[src/rtl/scr_pkg.sv]
package scr_pkg;
  localparam int unsigned WORD_W = 32;
  typedef logic [WORD_W-1:0] word_t;

  localparam word_t UNLOCK_WORD = 32'h1688_A8A8;
  localparam word_t REV_A       = 32'h0200_0303;

  localparam int unsigned IDX_KEY     = 0;
  localparam int unsigned IDX_STRAP_A = 28;  // 0x70
  localparam int unsigned IDX_REV     = 31;  // 0x7C
  localparam int unsigned IDX_WONLY   = 48;  // 0xC0
  localparam int unsigned IDX_STRAP_B = 52;  // 0xD0
  localparam int unsigned PROT_LAST   = 64;  // 0x100, last guarded word

  typedef struct packed {
    logic locked;
    logic readonly;
    logic range;
    logic wronly;
  } scr_err_t;

  function automatic logic is_readonly(int unsigned idx);
    return (idx == 5) || (idx >= 20 && idx <= 27) || (idx == 30) ||
           (idx == 31) || (idx == 56) || (idx == 57);
  endfunction

  function automatic word_t rev_default(word_t rev, int unsigned idx);
    word_t v;
    v = '0;
    if (rev == REV_A) begin
      case (idx)
        1:       v = 32'hFFCF_FEDC;
        2:       v = 32'hF3F4_0000;
        16:      v = 32'h0000_00C0;
        39:      v = 32'h003F_FFF3;
        105:     v = 32'h0000_2402;
        default: v = '0;
      endcase
    end
    return v;
  endfunction
endpackage

[src/rtl/scr_decode.sv]
module scr_decode #(
  parameter int unsigned ADDR_W   = 12,
  parameter int unsigned NUM_REGS = 106,
  parameter int unsigned IDX_W    = 7
) (
  input  logic [ADDR_W-1:0] addr_i,
  output logic [IDX_W-1:0]  idx_o,
  output logic              hit_o,
  output logic              prot_o,
  output logic              ro_o,
  output logic              wo_o
);
  import scr_pkg::*;

  localparam int unsigned SEL_W = ADDR_W - 2;
  localparam logic [SEL_W-1:0] LIMIT    = SEL_W'(NUM_REGS);
  localparam logic [SEL_W-1:0] PROT_TOP = SEL_W'(PROT_LAST);
  localparam logic [SEL_W-1:0] WO_SEL   = SEL_W'(IDX_WONLY);

  logic [SEL_W-1:0] word_sel;
  logic             aligned;

  assign word_sel = addr_i[ADDR_W-1:2];
  assign aligned  = (addr_i[1:0] == 2'b00);
  assign hit_o    = aligned && (word_sel < LIMIT);
  assign idx_o    = word_sel[IDX_W-1:0];
  assign prot_o   = hit_o && (word_sel != '0) && (word_sel <= PROT_TOP);
  assign ro_o     = hit_o && is_readonly(int'(word_sel));
  assign wo_o     = hit_o && (word_sel == WO_SEL);
endmodule

[src/rtl/scr_bank.sv]
module scr_bank #(
  parameter int unsigned  NUM_REGS = 106,
  parameter int unsigned  IDX_W    = 7,
  parameter scr_pkg::word_t REV_ID = scr_pkg::REV_A
) (
  input  logic                 clk,
  input  logic                 rst_n,
  input  scr_pkg::word_t       strap_a_i,
  input  scr_pkg::word_t       strap_b_i,
  input  logic                 wr_req_i,
  input  logic [IDX_W-1:0]     wr_idx_i,
  input  logic                 wr_hit_i,
  input  logic                 wr_prot_i,
  input  logic                 wr_ro_i,
  input  scr_pkg::word_t       wr_data_i,
  input  logic [IDX_W-1:0]     rd_idx_i,
  output scr_pkg::word_t       rd_word_o,
  output logic                 locked_o
);
  import scr_pkg::*;

  localparam logic [IDX_W-1:0] LAST_IDX = IDX_W'(NUM_REGS - 1);

  word_t regs_q [NUM_REGS];
  logic  commit;

  assign locked_o = (regs_q[IDX_KEY] != UNLOCK_WORD);
  assign commit   = wr_req_i && wr_hit_i && !wr_ro_i && !(wr_prot_i && locked_o);

  for (genvar gi = 0; gi < NUM_REGS; gi++) begin : g_word
    word_t init_val;
    if (gi == IDX_STRAP_A) begin : g_sa
      assign init_val = strap_a_i;
    end else if (gi == IDX_STRAP_B) begin : g_sb
      assign init_val = strap_b_i;
    end else if (gi == IDX_REV) begin : g_rev
      assign init_val = REV_ID;
    end else begin : g_tab
      assign init_val = rev_default(REV_ID, gi);
    end

    always_ff @(posedge clk) begin
      if (!rst_n)
        regs_q[gi] <= init_val;
      else if (commit && (wr_idx_i == IDX_W'(gi)))
        regs_q[gi] <= wr_data_i;
    end

    // a guarded word never changes while the window is locked
    p_locked_hold_r3: assert property (@(posedge clk) disable iff (!rst_n)
      (wr_req_i && wr_hit_i && wr_prot_i && locked_o && wr_idx_i == IDX_W'(gi))
      |=> $stable(regs_q[gi]));

    // read-only words keep their value across writes
    p_ro_hold_r5: assert property (@(posedge clk) disable iff (!rst_n)
      (wr_req_i && wr_hit_i && wr_ro_i && wr_idx_i == IDX_W'(gi))
      |=> $stable(regs_q[gi]));
  end

  assign rd_word_o = (rd_idx_i <= LAST_IDX) ? regs_q[rd_idx_i] : '0;

  // the revision word always carries the revision parameter
  p_rev_fixed_r2: assert property (@(posedge clk) disable iff (!rst_n)
    regs_q[IDX_REV] == REV_ID);
endmodule

[src/rtl/scr_top.sv]
module scr_top #(
  parameter int unsigned    ADDR_W   = 12,
  parameter int unsigned    NUM_REGS = 106,
  parameter scr_pkg::word_t REV_ID   = scr_pkg::REV_A
) (
  input  logic              clk,
  input  logic              rst_n,
  input  logic [31:0]       strap_a_i,
  input  logic [31:0]       strap_b_i,
  input  logic              req_valid_i,
  input  logic              req_write_i,
  input  logic [ADDR_W-1:0] req_addr_i,
  input  logic [31:0]       req_wdata_i,
  output logic              rsp_valid_o,
  output logic [31:0]       rsp_rdata_o,
  output logic              err_locked_o,
  output logic              err_readonly_o,
  output logic              err_range_o,
  output logic              err_wronly_o
);
  import scr_pkg::*;

  localparam int unsigned IDX_W = $clog2(NUM_REGS);

  logic [IDX_W-1:0] idx;
  logic             hit, prot, ro, wo, locked;
  word_t            rd_word;
  scr_err_t         err_d, err_q;
  logic             rd_req;

  scr_decode #(.ADDR_W(ADDR_W), .NUM_REGS(NUM_REGS), .IDX_W(IDX_W)) u_dec (
    .addr_i (req_addr_i),
    .idx_o  (idx),
    .hit_o  (hit),
    .prot_o (prot),
    .ro_o   (ro),
    .wo_o   (wo)
  );

  scr_bank #(.NUM_REGS(NUM_REGS), .IDX_W(IDX_W), .REV_ID(REV_ID)) u_bank (
    .clk       (clk),
    .rst_n     (rst_n),
    .strap_a_i (strap_a_i),
    .strap_b_i (strap_b_i),
    .wr_req_i  (req_valid_i && req_write_i),
    .wr_idx_i  (idx),
    .wr_hit_i  (hit),
    .wr_prot_i (prot),
    .wr_ro_i   (ro),
    .wr_data_i (req_wdata_i),
    .rd_idx_i  (idx),
    .rd_word_o (rd_word),
    .locked_o  (locked)
  );

  assign rd_req          = req_valid_i && !req_write_i;
  assign err_d.range     = req_valid_i && !hit;
  assign err_d.locked    = req_valid_i && req_write_i && prot && locked;
  assign err_d.readonly  = req_valid_i && req_write_i && ro && !(prot && locked);
  assign err_d.wronly    = rd_req && wo;

  always_ff @(posedge clk) begin
    if (!rst_n) begin
      rsp_valid_o <= 1'b0;
      rsp_rdata_o <= '0;
      err_q       <= '0;
    end else begin
      rsp_valid_o <= rd_req;
      rsp_rdata_o <= (rd_req && hit) ? rd_word : '0;
      err_q       <= err_d;
    end
  end

  assign err_locked_o   = err_q.locked;
  assign err_readonly_o = err_q.readonly;
  assign err_range_o    = err_q.range;
  assign err_wronly_o   = err_q.wronly;

  // response strobe follows each read request by one cycle
  p_rsp_follow_r9: assert property (@(posedge clk) disable iff (!rst_n)
    rd_req |=> rsp_valid_o);
  p_rsp_quiet_r9: assert property (@(posedge clk) disable iff (!rst_n)
    !rsp_valid_o |-> (rsp_rdata_o == '0));
  // never more than one error class at once
  p_err_single_r10: assert property (@(posedge clk) disable iff (!rst_n)
    $onehot0({err_locked_o, err_readonly_o, err_range_o, err_wronly_o}));
  // no error without a request in the previous cycle
  p_err_cause_r10: assert property (@(posedge clk) disable iff (!rst_n)
    !req_valid_i |=> !(err_locked_o || err_readonly_o || err_range_o || err_wronly_o));
  // refused reads return zero
  p_range_zero_r6: assert property (@(posedge clk) disable iff (!rst_n)
    (rd_req && !hit) |=> (rsp_rdata_o == '0));
endmodule

[config.mk]
export PLATFORM = sky130hd
export DESIGN_NAME = scr_top
export DESIGN_NICKNAME = d
export VERILOG_FILES = /design/src/rtl/scr_pkg.sv /design/src/rtl/scr_decode.sv /design/src/rtl/scr_bank.sv /design/src/rtl/scr_top.sv
export SDC_FILE = /design/constraint.sdc
export NUM_CORES = 2
export LEC_CHECK = 0
export ABC_AREA = 1
export BUFFER_PORTS_ARGS = -buffer_cell sky130_fd_sc_hd__buf_2
export CAP_MARGIN = 20
export CORE_ASPECT_RATIO = 0.9
export CORE_MARGIN = 2
export CORE_UTILIZATION = 40
export CTS_BUF_LIST = sky130_fd_sc_hd__clkbuf_16
export DETAILED_ROUTE_END_ITERATION = 12
export PLACE_DENSITY_LB_ADDON = 0.12
export SLEW_MARGIN = 20
export SYNTH_ARGS = -nofsm -noshare
export SYNTH_HDL_FRONTEND = slang
export SYNTH_SLANG_ARGS = --single-unit
[constraint.sdc]
create_clock -name clk -period 7.99 [get_ports clk]
set_input_delay 2.397 -clock clk [delete_from_list [all_inputs] [get_ports clk]]
set_output_delay 2.397 -clock clk [all_outputs]
set_load 0.02 [all_outputs]
# After elaboration in Yosys (flattened, before gate mapping)
# Memories as Yosys holds them, arrays and structs flattened. A register that Yosys moved wholly into a read port is not among the register bits.
# Cells that the tools add are included.
# totals
ff_bits,5
mem_bits_rw,3392
mem_count,1
# op_classes
n_lt_le_gt_ge,5
eq_ne,112
mux,425
n_bitwise,106
n_reduce_logical,139
# memory_table
name,words,width,read_ports,rd_ports_with_merged_regs,wr,line_no,rtl
u_bank.regs_q,106,32,2,1,106,scr_bank.sv:24,word_t regs_q [NUM_REGS];
# op_table
op,n
2-to-1 mux 32 bit,106
2-to-1 mux 1 bit,319
"== test 7 bit, second input constant",42
"== test 7 x 6 -> 1 bit, second input constant",32
logical AND 1 bit,125
"== test 7 x 5 -> 1 bit, second input constant",16
bitwise OR 1 bit,106
"== test 7 x 4 -> 1 bit, second input constant",8
"!= test 32 x 29 -> 1 bit, second input constant",1
"== test 10 x 6 -> 1 bit, second input constant",3
"== test 7 x 3 -> 1 bit, second input constant",4
"== test 10 x 5 -> 1 bit, second input constant",2
"== test 7 x 2 -> 1 bit, second input constant",2
"== test 10 x 3 -> 1 bit, second input constant",1
"greater-or-equal comparator 10 x 5 -> 1 bit, second input constant",1
"less-or-equal comparator 10 x 5 -> 1 bit, second input constant",1
"less-or-equal comparator 10 x 7 -> 1 bit, second input constant",1
"less-than comparator 10 x 7 -> 1 bit, second input constant",1
nonzero test 10 bit,1
"== test 7 x 1 -> 1 bit, second input constant",1
"less-or-equal comparator 7 bit, second input constant",1
logical NOT 7 bit,1
logical NOT 1 bit,5
logical OR 1 bit,5
other kinds (2),2

# Logic depth before layout (Yosys ltp)
# depth
depth_word,16
mapped_depth,17

# Hierarchy
# A second synthesis with hierarchy kept.
# hier_totals
hier_cells,16055
hier_area_um2,157944.0
# by_module_without_submodules
mod,instances,cells_each,area_each_um2,seq_area_each_um2
scr_bank,1,15883,156516.4,101857.7
scr_top,1,117,1176.1,740.7
scr_decode,1,55,251.5,0.0

# Worst setup path after synthesis
# No wires, ideal clock.
# synth_path
path_type,input port to flip-flop
from,in req_addr_i[3]
to,mem u_bank.regs_q[17][0] (netlist name) (enable)
setup_time_ps,466
t_arrival_ps,6254
required_ps,7524
slack_ps,1271
path_stages,13
path_buffers,2
path_cell_list,buf_2 > nor2_1 > inv_2 > nor2_1 > nand2_1 > nand2_1 > nor2_1 > nand3_2 > nand3_2 > nor2_2 > buf_2 > inv_1 > o21ai_0
# synth_rtl
element,line_no,rtl
start: declaration,scr_top.sv:12,"input logic [ADDR_W-1:0] req_addr_i,"
end: declaration,scr_bank.sv:24,

==> metrics <==
largest area contributor in the netlist edfxtp_1; initial antenna violation count 42; Slew Limit Fails 0; hold path depth 6; share of the yosys chip area belonging to registers 69.3%; period utilization 71.0%; Cell variety after synth 26; largest net degree at the start of global routing 138; CP Max Fanout 32; CTS sink count 3,429; total grt overflow 0; clock root buffer clkbuf_16; layout cells sized above 1 8.29%; Tmin final 5.67 ns; arrival time worst endpoint 6.28 ns; setup ws final between 2 and 2.5 ns; Clock Path Buffers 4; final worst clock skew roughly 0.056 ns; CTS H-tree depth 5; Crit Reg-Reg Startpoint u_bank.regs_q[0][8]; CP Class primary input to flop; Cell Area, Synth 148,000 um2; Vias/cell between 5 and 6; drt pass-1 iters 6; Pwr per Cell Area 243 nW/um2; max cap viols 0; global-route wire length before repair 809,000 um; Worst R2R End u_bank.regs_q[44][6]; flop2flop setup slack 3.87 ns; post-CTS setup buffer count 0; Worst Hold Launch u_bank.regs_q[105][27]; leakage power ~0.066 uW; via count 110,000; Non-Filler Cell Area, Final 168,000 um2; post-route insts no fill between 15,000 and 20,000; top cells by count, synth nand2_1, edfxtp_1, nor2_1; Async S/R FF share, synth 0%; crit end category flop; status finished, final reports clean; Worst setup SP type primary input; Area growth, synth to finish 13.7%; Buffers on Ports 148; row count approximately 210; Post-synth EDFFs 3,392; vias in the first global route 102,000; synth warn 0; chip height around 580 um; Fin. Hold Viols 0; Die Wd 645 um; max incr delay on CP 0.91 ns; Synth top area share around 69%; worst skew pair latency 0.99 ns; CTS tree done; Max Clock Freq roughly 180 MHz; Final setup viols 0; Least-Margin Pin Slew ~1.3 ns; CTS resizes 0; top_reg_cell synth edfxtp_1; drt wl/cell 29.0 um; core region area 368,000 um2; synthesized instance count about 15,000; CTS Buf Count between 300 and 400; Remaining DRCs 0; CTS Hold Bufs 0; NumNets Final around 15,000; hpwl dp roughly 340,000 um; routability cong. 0.949; Placed Area 157,000 um2; FF-to-FF path depth 11; CP max-delay cell nor2_1; Yosys reg bits roughly 3,400; RSZ-0062 raised after global routing false; worst endpoint required time 8.60 ns; register area 103,000 um2; total track usage a little under a third; final WL a little under 600,000 um; Worst VDD drop 0.000157 V; most frequent cell after synthesis nand2_1; Placed Cells 19,200; Syn Area/Cell 10.2 um2; fill count about 34,000; clock slew at reported path FFs ~0.060 ns; Hold EP rsp_rdata_o[27]; TNS Setup 0 ns; IO Count 149; initial DRC count 14,600; min-delay worst type flop to flop; Initial Util 40.3%; Routed Antenna Nets 0; die area between 300,000 and 400,000 um2; Area contributors post-synth edfxtp_1, nand2_1, nor2_1; area of the multi-input gates 43,100 um2; worst rel slew slack between 10% and 20%; pre-CTS setup slack 1.53 ns; crit path cell chain buf_2, inv_1, nor2_1, buf_4, inv_1, nor2_1, inv_1, nor2_1, nand2_1, nand2_1, buf_4
## worst max-delay path, delay by kind of cell
family                 cells  cell delay [ns]
buffers and inverters      6             2.25
AND/OR/NAND/NOR            5             1.56
## layout by cell type (no fill, tap or decap), drive strengths merged, types with 37 or more instances in the layout
master,count
a22oi,392
a21oi,82
conb,416
nand2,5141
clkinv,175
o21ai,288
edfxtp,3392
buf,574
dfxtp,37
nand3,199
inv,222
clkbuf,380
nor2,3123
nand4,529
## where the power goes
part           internal [uW]  switching (uW)  total, uW
combinational            657            2700       3360
sequential             20700             267      21000
clock                   9080            7430      16500
## cells by family (layout without fill, tap and decap cells)
logic type	Yosys count	in the layout	synth area share, %
simple gates	9031	9031	24.1
compound gates	763	763	3.25
other cells	2	437	0.00507
buf+inv	1301	1371	3.37
flops	3429	3429	69.3
## per-layer routing
layer | global-route usage [%] | vias up | wire length, um
met5 | 0 | - | 93
met4 | 13.7 | 14 | 29500
met3 | 5.69 | 938 | 56000
met2 | 44.4 | 5693 | 250000
met1 | 43.5 | 55200 | 243000
li1 | - | 48600 | -
## sequential cells by signal, summed over array words and instances (netlist names)
register / count
err_readonly_o: 1
err_wronly_o: 1
u_bank.regs_q: 3392
err_locked_o: 1
err_range_o: 1
rsp_valid_o: 1
rsp_rdata_o: 32
## final cells by class
type / count / area share [%]
well taps: 4899 / 3.64
repair buffers: 574 / 2.68
clock inverters: 301 / 1.09
diodes: 21 / 0.0312
multi-input cells: 10200 / 25.6
inverters: 116 / 0.361
flip-flops and latches: 3429 / 60.9
clock buffers: 380 / 5.65
## metrics by stage
| stage | hold slack [ns] | power (uW) | util, % |
|---|---|---|---|
| finish | 0.804 | 40800 | 45.8 |
| detailed placement | 0.822 | 24600 | 42.7 |
| CTS | 0.838 | 40900 | 45.8 |
| global placement | 0.825 | 24600 | 42.7 |
| floorplan | 0.630 | 23000 | - |
| global route | 0.923 | 41900 | 45.8 |
## worst max-delay path by stage
stage | startpoint | end | slack [ns] | depth (start not counted)
after floorplan | req_addr_i[3] | u_bank.regs_q[17][0] | 1.27 | 13
after global placement | req_addr_i[7] | u_bank.regs_q[105][25] | 1.53 | 11
after detailed placement | req_addr_i[7] | u_bank.regs_q[105][25] | 1.53 | 11
after CTS | req_addr_i[7] | u_bank.regs_q[105][25] | 2.56 | 11
after global routing | req_addr_i[7] | u_bank.regs_q[105][16] | 2.25 | 11
final | req_addr_i[7] | u_bank.regs_q[105][25] | 2.32 | 11
No activity file was read; power rests on OpenSTA's default activity.
